--- src/rtl/smute_pkg.sv ---
package smute_pkg;

    typedef enum logic [1:0] {
        SPD_NORMAL = 2'b00,
        SPD_DOUBLE = 2'b01,
        SPD_QUAD   = 2'b10,
        SPD_QUAD_B = 2'b11
    } speed_e;

    // log2 of the per-frame attenuation step for each speed
    function automatic int unsigned step_shift(input logic [1:0] spd);
        case (speed_e'(spd))
            SPD_NORMAL: step_shift = 2;
            SPD_DOUBLE: step_shift = 1;
            default:    step_shift = 0;
        endcase
    endfunction

endpackage

--- src/rtl/smute_sync.sv ---
module smute_sync #(
    parameter int STAGES = 2
) (
    input  logic clk,
    input  logic rst_n,
    input  logic async_in,
    output logic sync_out
);
    logic [STAGES-1:0] chain_d, chain_q;

    always_comb begin
        chain_d = {chain_q[STAGES-2:0], async_in};
    end

    always_ff @(posedge clk or negedge rst_n) begin
        if (!rst_n) chain_q <= '0;
        else        chain_q <= chain_d;
    end

    assign sync_out = chain_q[STAGES-1];
endmodule

--- src/rtl/smute_ramp.sv ---
module smute_ramp #(
    parameter int GAIN_W = 12
) (
    input  logic            clk,
    input  logic            rst_n,
    input  logic            frame_stb,
    input  logic            mute,
    input  logic [1:0]      speed,
    output logic [GAIN_W:0] gain
);
    localparam int AW = GAIN_W + 1;
    localparam logic [AW-1:0] FULL = {1'b1, {GAIN_W{1'b0}}};

    typedef struct packed {
        logic [AW-1:0] att;
    } ramp_t;

    ramp_t         st_d, st_q;
    logic [AW-1:0] step;

    always_comb begin
        step = AW'(1) << smute_pkg::step_shift(speed);
        st_d = st_q;
        if (frame_stb) begin
            if (mute) begin
                if (st_q.att >= FULL - step) st_d.att = FULL;
                else                         st_d.att = st_q.att + step;
            end else begin
                if (st_q.att <= step) st_d.att = '0;
                else                  st_d.att = st_q.att - step;
            end
        end
    end

    always_ff @(posedge clk or negedge rst_n) begin
        if (!rst_n) st_q <= '0;
        else        st_q <= st_d;
    end

    assign gain = FULL - st_q.att;

    a_r3_att_bounded: assert property (@(posedge clk) disable iff (!rst_n)
        st_q.att <= FULL);
    a_r8_att_hold: assert property (@(posedge clk) disable iff (!rst_n)
        !frame_stb |=> $stable(st_q.att));
    a_r5_no_rise_unmuted: assert property (@(posedge clk) disable iff (!rst_n)
        (frame_stb && !mute) |=> st_q.att <= $past(st_q.att));
    a_r3_no_fall_muted: assert property (@(posedge clk) disable iff (!rst_n)
        (frame_stb && mute) |=> st_q.att >= $past(st_q.att));
    a_r6_step_limit: assert property (@(posedge clk) disable iff (!rst_n)
        frame_stb |=> ((st_q.att >= $past(st_q.att)) ? (st_q.att - $past(st_q.att))
                                                     : ($past(st_q.att) - st_q.att)) <= AW'(4));
endmodule

--- src/rtl/smute_scale.sv ---
module smute_scale #(
    parameter int SAMPLE_W = 24,
    parameter int GAIN_W   = 12
) (
    input  logic [SAMPLE_W-1:0] sample,
    input  logic [GAIN_W:0]     gain,
    output logic [SAMPLE_W-1:0] scaled
);
    localparam int PW = SAMPLE_W + GAIN_W + 2;
    localparam logic signed [PW-1:0] MAXV = PW'((longint'(1) << (SAMPLE_W - 1)) - 1);
    localparam logic signed [PW-1:0] MINV = -MAXV - PW'(1);
    localparam logic signed [PW-1:0] BIAS = PW'((longint'(1) << GAIN_W) - 1);

    logic signed [PW-1:0] s_ext, g_ext, prod, biased, shifted;

    always_comb begin
        s_ext   = PW'($signed(sample));
        g_ext   = PW'($signed({1'b0, gain}));
        prod    = s_ext * g_ext;
        // negative products get a bias so the arithmetic shift truncates toward zero
        biased  = prod[PW-1] ? prod + BIAS : prod;
        shifted = biased >>> GAIN_W;
        if (shifted > MAXV)      scaled = MAXV[SAMPLE_W-1:0];
        else if (shifted < MINV) scaled = MINV[SAMPLE_W-1:0];
        else                     scaled = shifted[SAMPLE_W-1:0];
    end
endmodule

--- src/rtl/soft_mute_attenuator.sv ---
module soft_mute_attenuator #(
    parameter int SAMPLE_W    = 24,
    parameter int GAIN_W      = 12,
    parameter int SYNC_STAGES = 2
) (
    input  logic                clk,
    input  logic                rst_n,
    input  logic                in_valid,
    input  logic [SAMPLE_W-1:0] in_left,
    input  logic [SAMPLE_W-1:0] in_right,
    input  logic                mute_req,
    input  logic [1:0]          speed_mode,
    output logic                out_valid,
    output logic [SAMPLE_W-1:0] out_left,
    output logic [SAMPLE_W-1:0] out_right
);
    localparam int NCH = 2;
    localparam logic [GAIN_W:0] UNITY = {1'b1, {GAIN_W{1'b0}}};

    typedef struct packed {
        logic                valid;
        logic [SAMPLE_W-1:0] left;
        logic [SAMPLE_W-1:0] right;
    } out_t;

    logic                mute_s;
    logic [GAIN_W:0]     gain;
    logic [SAMPLE_W-1:0] ch_in  [NCH];
    logic [SAMPLE_W-1:0] ch_out [NCH];
    out_t                st_d, st_q;

    smute_sync #(.STAGES(SYNC_STAGES)) u_sync (
        .clk(clk), .rst_n(rst_n), .async_in(mute_req), .sync_out(mute_s)
    );

    smute_ramp #(.GAIN_W(GAIN_W)) u_ramp (
        .clk(clk), .rst_n(rst_n), .frame_stb(in_valid),
        .mute(mute_s), .speed(speed_mode), .gain(gain)
    );

    assign ch_in[0] = in_left;
    assign ch_in[1] = in_right;

    for (genvar c = 0; c < NCH; c++) begin : g_ch
        smute_scale #(.SAMPLE_W(SAMPLE_W), .GAIN_W(GAIN_W)) u_scale (
            .sample(ch_in[c]), .gain(gain), .scaled(ch_out[c])
        );
    end

    always_comb begin
        st_d       = st_q;
        st_d.valid = in_valid;
        if (in_valid) begin
            st_d.left  = ch_out[0];
            st_d.right = ch_out[1];
        end
    end

    always_ff @(posedge clk or negedge rst_n) begin
        if (!rst_n) st_q <= '0;
        else        st_q <= st_d;
    end

    assign out_valid = st_q.valid;
    assign out_left  = st_q.left;
    assign out_right = st_q.right;

    a_r8_valid_follows: assert property (@(posedge clk) disable iff (!rst_n)
        in_valid |=> out_valid);
    a_r8_no_spurious: assert property (@(posedge clk) disable iff (!rst_n)
        !in_valid |=> !out_valid);
    a_r8_hold_idle: assert property (@(posedge clk) disable iff (!rst_n)
        !in_valid |=> ($stable(out_left) && $stable(out_right)));
    a_r3_silence_zero: assert property (@(posedge clk) disable iff (!rst_n)
        (in_valid && gain == '0) |=> (out_left == '0 && out_right == '0));
    a_r2_unity_pass: assert property (@(posedge clk) disable iff (!rst_n)
        (in_valid && gain == UNITY) |=> (out_left == $past(in_left) && out_right == $past(in_right)));
endmodule

--- config.mk ---
export PLATFORM = sky130hd
export DESIGN_NAME = soft_mute_attenuator
export DESIGN_NICKNAME = d
export VERILOG_FILES = /design/src/rtl/smute_pkg.sv /design/src/rtl/smute_sync.sv /design/src/rtl/smute_ramp.sv /design/src/rtl/smute_scale.sv /design/src/rtl/soft_mute_attenuator.sv
export SDC_FILE = /design/constraint.sdc
export NUM_CORES = 2
export LEC_CHECK = 0
export ABC_AREA = 1
export BUFFER_PORTS_ARGS = -buffer_cell sky130_fd_sc_hd__buf_2
export CAP_MARGIN = 20
export CORE_MARGIN = 4
export CORE_UTILIZATION = 55
export CTS_CLUSTER_SIZE = 14
export DETAILED_ROUTE_END_ITERATION = 6
export PLACE_DENSITY = 0.76
export SLEW_MARGIN = 0
export SYNTH_ARGS = -nofsm -noshare
export SYNTH_HDL_FRONTEND = slang
export SYNTH_SLANG_ARGS = --single-unit
--- constraint.sdc ---
create_clock -name clk -period 23 [get_ports clk]
set_input_delay 0 -clock clk [delete_from_list [all_inputs] [get_ports clk]]
set_output_delay 0 -clock clk [all_outputs]
set_load 0.02 [all_outputs]
==> metrics.cfg <==
[status]
run_status=complete, no violations

[placed_design]
place_congestion=0.968
port_buffers=102
dp.cells=4755
dp_hpwl_um=66000

[drt]
vias=25100
drt_iter0_markers=1945
viasPerCell=5.25
dr.pass1.iters=6
wirelength_um=79200
wl_per_cell_um=16.6
drcViolationCount=0
ant_nets=0

[yosys]
netlist_instances=4065
netlist.area_leader.share=0.397
ys_top_cells_by_area=fa_1 40%, nand2_1 15%, inv_1 12%
synth-async-reset-ratio=1.00
synth_seq_area_share=0.0546
ys_ff_latch=64
synth.most_common_cell=nand2_1
synth_edf_count=0
synth.avg_cell_area_um2=7.21
ys.flop_type=dfrtp_1
yosys-top-cells-count=1,145 x nand2_1, 965 x inv_1, 582 x fa_1
syn_area_um2=29300
yosys.area.top_type=fa_1
yosys_warnings=0
synthDistinctLibCells=58

[timing]
drv_slew=0
setup_tns_ps=0
max_slew_margin=0.402
fmaxAchievable_mhz=103
hold_viol_final=0
timing.hold.ws_ps=55.6
worst_pin_slew_ps=892
skew_ps=8.69
min_period_ps=9730
finalCritPeriodShare=0.423
setup_viol=0
rsz0062_at_grt=no

[cells_and_area]
fin_cells=4781
post-route-util=0.584
syn2layout_area_growth_pct=4.90
layout.nets=4912
drive_gt1_frac=0.0597
num-fill-cells=4941

[clocking]
cts.sinks=64
cts_resized=0
clock-root-buffer=clkbuf_16
clk_pin_slew_worst_paths_ps=60
htree_num_levels=3
cts_tree=built
numCtsBuffers=9
cts_setup_buffers=0
clockBufferDepth=2
clk_latency_ps=380

[grt]
track_usage=0.286
grt_first_pass_wirelength_um=130000
grt_pass1_vias=25600
grt_overflow=0
grt_start_max_net_pins=65
antenna_found_initial=10

[worst_setup_path]
crit_top_cell=nand2_1
reg2reg_from=u_ramp.st_q[0]
path_class=flip-flop to flip-flop
crit_required_ps=23220
worstSetupEndpointType=flip-flop
rrSetupSlack_ps=13270
worst_path_max_delay_cell=o21bai_4
r2r-end=out_left[1]
path_max_fanout=27
worstSetupStartpointType=flip-flop
cp_data_arrival_time_ps=9950
cpPeakStageDelay_ps=690
rr_worst_depth=42

[die]
initial_core_util=0.557
die_x_um=239
ios=103
dieArea_um2=57100
dieHeight_um=239
core.rowCount=84
core-area_um2=52700

[worst_hold_path]
worstHoldStart=in_valid
min_to=out_valid
holdPathStages=2
worstHoldPathType=input pin to flip-flop

[flow_run]
drv_cap=0

==> worst max path at each step <==
stage | slack (ps) | to | cells past startpoint | startpoint
floorplan | 15480 | out_left[10] | 35 | u_ramp.st_q[0]
global placement | 13590 | out_left[2] | 38 | u_ramp.st_q[0]
detailed placement | 13420 | out_left[2] | 42 | u_ramp.st_q[0]
CTS | 13390 | out_left[1] | 42 | u_ramp.st_q[0]
global route | 12600 | out_left[2] | 42 | u_ramp.st_q[0]
finish | 13270 | out_left[1] | 42 | u_ramp.st_q[0]
==> flip-flops by register name (all words and copies together), names as in the netlist <==
signal and cells:
out_right 24, out_left 24, out_valid 1, u_sync.chain_q 2
u_ramp.st_q 13
==> metrics by stage <==
| step | setup WS, ps | area (um2) |
|---|---|---|
| 6_report | 13270 | 30800 |
| 5_1_grt | 12600 | 30700 |
| 4_1_cts | 13390 | 30700 |
| 3_5_place_dp | 13420 | 30400 |
| 3_3_place_gp | 13590 | 30400 |
| 2_1_floorplan | 15480 | 29300 |
==> kinds of logic (layout without fill, tap and decap cells) <==
group	Yosys count	after routing	share of synthesized area
other	2	17	0.000256
xor gates and xnor gates	67	67	0.0212
buffers and inverters	1112	1125	0.145
DFF	64	64	0.0546
AOI/OAI and AO/OA	206	206	0.0422
and+or+nand+nor	1836	1836	0.256
adders and majority gates	778	778	0.481
==> final cells by class <==
class / count / area, um2 / share of cell area
clock buffers: 11 / 253 / 0.00822
flip-flops and latches: 64 / 1600 / 0.0521
well taps: 688 / 861 / 0.0280
inverters: 978 / 3670 / 0.119
repair buffers: 132 / 741 / 0.0241
clock inverters: 4 / 76.3 / 0.00248
multi-input cells: 2895 / 23500 / 0.765
diodes: 9 / 22.5 / 0.000732
==> critical path: cells and delay by family (launching register included) <==
family / cells / cell delay [ps]
DFF: 1 / 600
adders and majority gates: 8 / 3370
and+or+nand+nor: 21 / 2750
AOI/OAI and AO/OA: 3 / 1020
buffers and inverters: 10 / 1770
==> layer usage <==
layer / part of all wire / track usage
met5: 0.00014 / 0
met4: 0.041 / 0.109
met3: 0.083 / 0.0628
met2: 0.48 / 0.479
met1: 0.40 / 0.365
==> placed cells by master, fill, tap and decap left out, types with 26 or more instances in the layout <==
master   count
nand2_1   1145
inv_1      965
fa_1       582
nor2_1     415
ha_1       195
nand3_1    118
buf_2      102
a21oi_1     88
dfrtp_1     63
o21ai_0     48
nand4_1     40
xor2_1      36
nor3_1      29
buf_4       28
xnor2_1     26
==> timing repair <==
| item | CTS | global route |
|---|---|---|
| setup endpoints to repair | 0 | 0 |
| endpoints found under the hold margin | 65 | 0 |
| hold buffers | 2 | 0 |
Power is left out: the tool's default activity adds up to more than one toggle a clock period on the data nets, which glitch-free logic cannot reach.
